**src/rtl/rx_alu_pkg.sv**
```systemverilog
package rx_alu_pkg;

  typedef enum logic [3:0] {
    OP_ADD = 4'd0,
    OP_SUB = 4'd1,
    OP_AND = 4'd2,
    OP_OR  = 4'd3,
    OP_XOR = 4'd4,
    OP_SLL = 4'd5,
    OP_SRL = 4'd6,
    OP_SRA = 4'd7,
    OP_SLT = 4'd8,
    OP_SGT = 4'd9,
    OP_SLE = 4'd10,
    OP_SGE = 4'd11,
    OP_SEQ = 4'd12,
    OP_SNE = 4'd13,
    OP_LHI = 4'd14,
    OP_RSV = 4'd15
  } alu_op_e;

  function automatic logic op_is_arith(input alu_op_e op);
    return (op == OP_ADD) || (op == OP_SUB);
  endfunction

  function automatic logic op_is_logic(input alu_op_e op);
    return (op == OP_AND) || (op == OP_OR) || (op == OP_XOR);
  endfunction

  function automatic logic op_is_shift(input alu_op_e op);
    return (op == OP_SLL) || (op == OP_SRL) || (op == OP_SRA);
  endfunction

  function automatic logic op_is_cmp(input alu_op_e op);
    return (op >= OP_SLT) && (op <= OP_SNE);
  endfunction

endpackage

```
**src/rtl/rx_alu_opnd_sel.sv**
```systemverilog
module rx_alu_opnd_sel #(
  parameter int DATA_W = 32,
  parameter int IMM_W  = 16
) (
  input  logic [DATA_W-1:0] b_reg,
  input  logic [IMM_W-1:0]  imm,
  input  logic              use_imm,
  input  logic              zext,
  output logic [DATA_W-1:0] b_eff
);
  localparam int PAD_W = DATA_W - IMM_W;

  logic [DATA_W-1:0] imm_wide;
  logic              pad_bit;

  // extension bit: zero for the zero-extended forms, else the immediate sign
  assign pad_bit  = zext ? 1'b0 : imm[IMM_W-1];
  assign imm_wide = {{PAD_W{pad_bit}}, imm};
  assign b_eff    = use_imm ? imm_wide : b_reg;

endmodule

```
**src/rtl/rx_alu_addsub.sv**
```systemverilog
module rx_alu_addsub #(
  parameter int DATA_W = 32
) (
  input  logic [DATA_W-1:0] a,
  input  logic [DATA_W-1:0] b,
  input  logic              sub,
  output logic [DATA_W-1:0] sum,
  output logic              carry,
  output logic              ovf
);
  logic [DATA_W-1:0] b_inv;
  logic [DATA_W:0]   wide;

  assign b_inv = sub ? ~b : b;
  // a + b_inv + sub: subtraction as two's-complement add
  assign wide  = {1'b0, a} + {1'b0, b_inv} + {{DATA_W{1'b0}}, sub};
  assign sum   = wide[DATA_W-1:0];
  assign carry = wide[DATA_W];
  // operands agree in sign after inversion and the sum disagrees
  assign ovf   = (a[DATA_W-1] == b_inv[DATA_W-1]) &&
                 (sum[DATA_W-1] != a[DATA_W-1]);

endmodule

```
**src/rtl/rx_alu_shift.sv**
```systemverilog
module rx_alu_shift #(
  parameter int DATA_W = 32,
  parameter int SH_W   = $clog2(DATA_W)
) (
  input  logic [DATA_W-1:0] a,
  input  logic [SH_W-1:0]   amt,
  input  logic              left,
  input  logic              arith,
  output logic [DATA_W-1:0] y
);
  logic [DATA_W-1:0] a_rev;
  logic [DATA_W-1:0] stage [SH_W+1];
  logic [DATA_W-1:0] out_rev;
  logic              fill;

  // left shifts reuse the right shifter on bit-reversed data
  for (genvar i = 0; i < DATA_W; i++) begin : g_rev
    assign a_rev[i]   = a[DATA_W-1-i];
    assign out_rev[i] = stage[SH_W][DATA_W-1-i];
  end

  assign fill     = arith & ~left & a[DATA_W-1];
  assign stage[0] = left ? a_rev : a;

  for (genvar k = 0; k < SH_W; k++) begin : g_stage
    localparam int STEP = 1 << k;
    assign stage[k+1] = amt[k] ?
                        {{STEP{fill}}, stage[k][DATA_W-1:STEP]} :
                        stage[k];
  end

  assign y = left ? out_rev : stage[SH_W];

endmodule

```
**src/rtl/rx_alu_cmp.sv**
```systemverilog
module rx_alu_cmp #(
  parameter int DATA_W = 32
) (
  input  rx_alu_pkg::alu_op_e op,
  input  logic              uns,
  input  logic [DATA_W-1:0] a,
  input  logic [DATA_W-1:0] b,
  input  logic [DATA_W-1:0] diff,
  input  logic              carry,
  input  logic              ovf,
  output logic              flag
);
  import rx_alu_pkg::*;

  logic eq;
  logic lt;

  assign eq = (a == b);
  // unsigned: borrow means a < b; signed: diff sign corrected by overflow
  assign lt = uns ? ~carry : (diff[DATA_W-1] ^ ovf);

  always_comb begin
    unique case (op)
      OP_SLT:  flag = lt;
      OP_SGT:  flag = ~lt & ~eq;
      OP_SLE:  flag = lt | eq;
      OP_SGE:  flag = ~lt;
      OP_SEQ:  flag = eq;
      OP_SNE:  flag = ~eq;
      default: flag = 1'b0;
    endcase
  end

endmodule

```
**src/rtl/rx_int_alu.sv**
```systemverilog
module rx_int_alu #(
  parameter int DATA_W = 32,
  parameter int IMM_W  = 16,
  parameter int OP_W   = 4
) (
  input  logic [DATA_W-1:0] a_i,
  input  logic [DATA_W-1:0] b_reg_i,
  input  logic [IMM_W-1:0]  imm_i,
  input  logic              use_imm_i,
  input  logic [OP_W-1:0]   op_i,
  input  logic              uns_i,
  output logic [DATA_W-1:0] result_o,
  output logic              ovf_o
);
  import rx_alu_pkg::*;

  localparam int SH_W  = $clog2(DATA_W);
  localparam int LOW_W = DATA_W - IMM_W;

  alu_op_e           op;
  logic              zext;
  logic              do_sub;
  logic [DATA_W-1:0] b_eff;
  logic [DATA_W-1:0] sum;
  logic              carry;
  logic              ovf_raw;
  logic [DATA_W-1:0] sh_out;
  logic              cmp_flag;
  logic [DATA_W-1:0] lhi_val;

  assign op     = alu_op_e'(op_i);
  assign zext   = op_is_logic(op) || (op_is_arith(op) && uns_i);
  // the shared adder subtracts for everything except add
  assign do_sub = (op != OP_ADD);

  rx_alu_opnd_sel #(.DATA_W(DATA_W), .IMM_W(IMM_W)) u_opnd (
    .b_reg   (b_reg_i),
    .imm     (imm_i),
    .use_imm (use_imm_i),
    .zext    (zext),
    .b_eff   (b_eff)
  );

  rx_alu_addsub #(.DATA_W(DATA_W)) u_addsub (
    .a     (a_i),
    .b     (b_eff),
    .sub   (do_sub),
    .sum   (sum),
    .carry (carry),
    .ovf   (ovf_raw)
  );

  rx_alu_shift #(.DATA_W(DATA_W), .SH_W(SH_W)) u_shift (
    .a     (a_i),
    .amt   (b_eff[SH_W-1:0]),
    .left  (op == OP_SLL),
    .arith (op == OP_SRA),
    .y     (sh_out)
  );

  rx_alu_cmp #(.DATA_W(DATA_W)) u_cmp (
    .op    (op),
    .uns   (uns_i),
    .a     (a_i),
    .b     (b_eff),
    .diff  (sum),
    .carry (carry),
    .ovf   (ovf_raw),
    .flag  (cmp_flag)
  );

  assign lhi_val = {imm_i, {LOW_W{1'b0}}};

  always_comb begin
    unique case (op)
      OP_ADD, OP_SUB:                 result_o = sum;
      OP_AND:                         result_o = a_i & b_eff;
      OP_OR:                          result_o = a_i | b_eff;
      OP_XOR:                         result_o = a_i ^ b_eff;
      OP_SLL, OP_SRL, OP_SRA:         result_o = sh_out;
      OP_SLT, OP_SGT, OP_SLE,
      OP_SGE, OP_SEQ, OP_SNE:         result_o = {{(DATA_W-1){1'b0}}, cmp_flag};
      OP_LHI:                         result_o = lhi_val;
      default:                        result_o = '0;
    endcase
  end

  assign ovf_o = op_is_arith(op) & ~uns_i & ovf_raw;

endmodule

```
**config.mk**
```make
export PLATFORM = sky130hd
export DESIGN_NAME = rx_int_alu
export DESIGN_NICKNAME = d
export VERILOG_FILES = /design/src/rtl/rx_alu_pkg.sv /design/src/rtl/rx_alu_opnd_sel.sv /design/src/rtl/rx_alu_addsub.sv /design/src/rtl/rx_alu_shift.sv /design/src/rtl/rx_alu_cmp.sv /design/src/rtl/rx_int_alu.sv
export SDC_FILE = /design/constraint.sdc
export NUM_CORES = 1
export LEC_CHECK = 0
export CORE_UTILIZATION = 46
export DETAILED_ROUTE_END_ITERATION = 10
export GPL_ROUTABILITY_DRIVEN = 0
export PLACE_DENSITY_LB_ADDON = 0.12
export SYNTH_ARGS = -nofsm -noshare
export SYNTH_HDL_FRONTEND = slang
export SYNTH_HIERARCHICAL = 1
export SYNTH_SLANG_ARGS = --single-unit
```
**constraint.sdc**
```tcl
create_clock -name vclk -period 7.5
set_clock_uncertainty 0.2 [all_clocks]
set_input_delay 1.5 -clock vclk [all_inputs]
set_output_delay 1.5 -clock vclk [all_outputs]
set_load 0.005 [all_outputs]
```
======== After elaboration in Yosys (flattened, before gate mapping) ========
Index checks and enable logic that the tools add are counted.
word-level totals
  register bits ........................... 0
  input bits .............................. 86
  output and inout bits ................... 33
cells by class
  $add $sub $neg .......................... 2
  eq/ne operators ......................... 17
  muxes and demuxes ....................... 13
  bitwise operators ....................... 16
  reduce and logical (&&, ||, !) cells .... 11
operators with widths
  kind                  number
  $mux W32              9
  $pmux W32 S7          1
  $add A32 B32 Y33      1
  $add A33 B1 Y33       1
  $and A32 B32 Y32      1
  $eq A32 B32 Y1        1
  $not A32 Y32          1
  $or A32 B32 Y32       1
  $xor A32 B32 Y32      1
  $eq A4 B4 Y1 const B  7
  $eq A4 B3 Y1 const B  4
  $eq A4 B2 Y1 const B  2
  $pmux W1 S6           1
  $reduce_or A6 Y1      1
  $and A1 B1 Y1         5
  $not A1 Y1            5
  $eq A4 B1 Y1 const B  1
  $logic_not A4 Y1      1
  $logic_or A1 B1 Y1    4
  $reduce_bool A4 Y1    1
  $reduce_or A3 Y1      1
  $logic_and A1 B1 Y1   2
  $mux W1               2
  $reduce_or A2 Y1      1
  other kinds (4)       4

======== Longest topological paths before layout ========
  depth after elaboration ................. 18
  gate-level depth with buffers ........... 25
  mapped depth without buffers ............ 22

======== Hierarchy ========
The synthesis kept the hierarchy.
by module, submodules not included
  module           times used  cells each  area an instance (µm²)  sequential area each (µm²)
  rx_alu_shift     1           461         3,594.7                 0.0
  rx_int_alu       1           353         2,522.4                 0.0
  rx_alu_addsub    1           276         1,983.2                 0.0
  rx_alu_cmp       1           54          440.4                   0.0
  rx_alu_opnd_sel  1           54          430.4                   0.0

======== Least setup slack after synthesis ========
No wires, ideal clock.
  kind .................................... input -> output
  start ................................... in op_i[3]
  end ..................................... out result_o[0]
  arrival time ............................ 5.845 ns
  slack ................................... -0.045 ns
  cell stages on the path ................. 25
  path buffers ............................ 5
  cell sequence ........................... buf_6 nor3_2 buf_6 nand2_1 clkbuf_2 buf_1 xor2_1 ha_1 clkbuf_1 a21oi_1 o21ai_0 a21oi_1 a21oi_1 o21ai_1 a21oi_1 o22ai_2 mux2_1 xor2_1 o21ai_0 or2_2 o311ai_1 a21bo_1 and2_1 o21ai_0 o2111ai_1
RTL lines
  element                  RTL line                            source
  from (decl)              rx_int_alu.sv:10                    input logic [OP_W-1:0] op_i,
  $reduce_bool A4 Y1 (*)   rx_int_alu.sv:34                    assign do_sub = (op != OP_ADD);
  via do_sub               rx_int_alu.sv:22                    logic do_sub;
  $mux W32                 rx_alu_addsub.sv:14                 assign b_inv = sub ? ~b : b;
  $add A32 B32 Y33         rx_alu_addsub.sv:16                 assign wide = {1'b0, a} + {1'b0, b_inv} + {{DATA_W{1'b0}}, sub};
  $add A33 B1 Y33          rx_alu_addsub.sv:16
  $ne A1 B1 Y1             rx_alu_addsub.sv:21                 (sum[DATA_W-1] != a[DATA_W-1]);
  $logic_and A1 B1 Y1 (*)  rx_alu_addsub.sv:20                 assign ovf = (a[DATA_W-1] == b_inv[DATA_W-1]) &&
  via ovf_raw              rx_int_alu.sv:26                    logic ovf_raw;
  $xor A1 B1 Y1 (*)        rx_alu_cmp.sv:20                    assign lt = uns ? ~carry : (diff[DATA_W-1] ^ ovf);
  $mux W1 (*)              rx_alu_cmp.sv:20
  $not A1 Y1               rx_alu_cmp.sv:25, rx_alu_cmp.sv:27
  $and A1 B1 Y1            rx_alu_cmp.sv:25                    OP_SGT: flag = ~lt & ~eq;
  $pmux W1 S6 (*)          rx_alu_cmp.sv:23                    unique case (op)
  via cmp_flag             rx_int_alu.sv:28                    logic cmp_flag;
  $pmux W32 S7 (*)         rx_int_alu.sv:75                    unique case (op)
  to (decl)                rx_int_alu.sv:12                    output logic [DATA_W-1:0] result_o,
Mark *: on every way through the listed nets, which the timed path passes. The rest lies on a longest branch.

======== Worst setup path after layout ========
  start ................................... in imm_i[6]
  end ..................................... out result_o[0]
on the way
  longest elaborated chain between the ends .. 13
RTL lines
  element                  RTL line                            source
  from (decl)              rx_int_alu.sv:8                     input logic [IMM_W-1:0] imm_i,
  $mux W32 (*)             rx_alu_opnd_sel.sv:19               assign b_eff = use_imm ? imm_wide : b_reg;
  via b_eff[6]             rx_int_alu.sv:23                    logic [DATA_W-1:0] b_eff;
  $not A32 Y32             rx_alu_addsub.sv:14
  $mux W32 (*)             rx_alu_addsub.sv:14
  $add A32 B32 Y33 (*)     rx_alu_addsub.sv:16
  $add A33 B1 Y33 (*)      rx_alu_addsub.sv:16
  $ne A1 B1 Y1 (*)         rx_alu_addsub.sv:21
  $logic_and A1 B1 Y1 (*)  rx_alu_addsub.sv:20
  via ovf_raw              rx_int_alu.sv:26
  $xor A1 B1 Y1 (*)        rx_alu_cmp.sv:20
  $mux W1 (*)              rx_alu_cmp.sv:20
  $not A1 Y1               rx_alu_cmp.sv:25, rx_alu_cmp.sv:27
  $and A1 B1 Y1            rx_alu_cmp.sv:25
  $pmux W1 S6 (*)          rx_alu_cmp.sv:23
  via cmp_flag             rx_int_alu.sv:28
  $pmux W32 S7 (*)         rx_int_alu.sv:75
Marked as above.

==> impl_metrics.csv <==
group,metric,value,unit
outcome,status,"finished, final reports clean",
drt,wire_per_inst,23.7,um
yosys,synthCells,1198,
pwr,leakage,5.50,nW
yosys,synth-seq-area-share,0,%
final_layout,syn_to_final_growth,35.0,%
drt,wl,40900,um
final_layout,flops_and_latches,0,
clock_tree,cts_hold_buf,0,
drt,drt_first_pass_iters,6,
global_routing,first_global_vias,10062,
global_routing,grt_overflow,0,
global_routing,grt.total_usage,39.7,%
timing,period_share,99.3,%
floorplanning,start_util,47.5,%
worst_setup_path,cp_data_arrival_time,5750,ps
drt,drc,0,
drt,dr.first_iter.drc_count,1628,
worst_setup_path,worst-path-max-fanout,4,
global_routing,grt_pass1_wl,60500,um
placement,place_inst,1720,
drt,via_per_inst,6.47,
final_layout,final_cell_mix,"220 x buf_4, 109 x clkdlybuf4s50_1, 107 x nand2_1",
floorplanning,fp-row-count,50,
pwr,ir_drop,0.0584,mV
worst_setup_path,startpoint,"imm_i[6]",
final_layout,final-instance-count-excl-fill,1727,
final_layout,final_common_cell,"buf_4",
timing,worst_pin_slew,751,ps
worst_setup_path,crit_path_start_kind,"input pin",
placement,numPortBuffers,119,
yosys,ys_warn_count,6,
final_layout,drive_gt1_share,27.9,%
pwr,finalPower,1.20,mW
yosys,synth_cell_types,91,
final_layout,insertedDiodeCount,0,
drt,vias,11182,
timing,period_minus_slack,7450,ps
timing,final_hold_viol_count,0,
pwr,powerDensity,98.9,nW/um2
job,drv_cap,0,
final_layout,final_nets,1651,
timing,setup_viol,0,
timing,setup-tns-final,0,ps
final_layout,regArea,0,um2
yosys,avgSynthCellArea,7.49,um2
worst_setup_path,crit_required,5800,ps
hold_path,hold_class,"input pin to output port",
yosys,syn-num-nets,1380,
floorplanning,die_h,142,um
global_routing,grt_max_degree,77,
placement,dp_hpwl,32500,um
floorplanning,die_w,142,um
timing,maxSlewHeadroom,50.0,%
floorplanning,ioPinCount,119,
drt,postRouteAntennaNets,0,
floorplanning,core_area,18900,um2
timing,fmax,134,MHz
worst_setup_path,worst_setup_path_end_kind,"output port",
hold_path,hold_start,"imm_i[10]",
final_layout,clkbuf_count,0,
worst_setup_path,worstSetupPathType,"input pin to output port",
final_layout,fin_util,64.1,%
timing,rsz0062_at_grt,"true",
yosys,syn_area,8970,um2
floorplanning,dieArea,20100,um2
global_routing,grt_antenna_before_repair,0,
timing,slew_violations,0,
[layer usage]
metal / track usage (%) / wire [um] / part of all wire, % / vias up
met1: 51.8 / 16000 / 39 / 5192
met3: 7.63 / 4780 / 12 / 169
met2: 60.2 / 17000 / 42 / 832
li1: - / - / - / 4989
met4: 24.7 / 3160 / 7.7 / 0
met5: 0 / 0 / 0 / -
[critical path, stage by stage]
cell and delay [ps]:
clkdlybuf4s50_1 430, mux2_4 320, xor2_1 160, ha_1 350, a21oi_2 180, nand4b_1 150, o211ai_2 250, a21oi_2 140
o21ai_2 170, a21oi_2 90, o22ai_2 230, mux2_4 340, xor2_2 150, o21ai_2 100, or2_4 260, o311ai_1 70
a21bo_1 250, and2_4 170, a31oi_4 140, o2111ai_2 150, buf_2 170
[metrics by stage]
stage	area, um2	worst slack (ps)	hold slack, ps
after floorplan	8980	29.2	2930
after global placement	11800	-789	3970
after detailed placement	11800	-897	3960
after CTS	11900	16.0	3680
after global routing	12100	-75.2	3660
final	12100	53.8	3640
[timing repair]
item                                   4_1_cts  5_1_grt
buffers inserted                             4        3
pin swaps                                   20       28
endpoints found under the hold margin        0        0
resized for setup                           44       42
setup endpoints to repair                    7       11
[layout make-up]
type                       count  area [um2]
multi-input combinational   1014        8390
fill                        1702        6780
timing repair buffer         353        3030
inverter                     100         375
tap                          260         325
[Yosys cell counts (20+ instances only)]
master / number / area (um2)
nand2_1: 108 / 405
inv_1: 97 / 364
ha_1: 95 / 1190
nor2_1: 77 / 289
xor2_1: 72 / 631
a21oi_1: 66 / 330
mux2_2: 51 / 574
o21ai_0: 51 / 255
o211ai_1: 43 / 323
mux2i_1: 41 / 410
mux4_2: 34 / 766
clkbuf_1: 30 / 113
buf_2: 29 / 145
a22oi_1: 27 / 203
nand3_1: 25 / 125
nor2b_1: 21 / 131
xnor2_1: 20 / 175
[final timing paths]
check | to | slack, ps | depth (start not counted)
max | result_o[0] | 50 | 21
min | result_o[26] | 3640 | 4
[power breakdown]
group | total [mW] | internal, mW | leakage [nW] | switching (mW)
clock | 0 | 0 | 0 | 0
sequential | 0 | 0 | 0 | 0
combinational | 1.20 | 0.558 | 5.50 | 0.640
[cells by family after synthesis]
group | synth area share, %
compound gates | 27.3
simple gates | 18.7
buf+inv | 9.29
mux | 22.2
fa+ha+maj | 13.5
xor+xnor | 8.98
(Power assumes the default switching activity.)
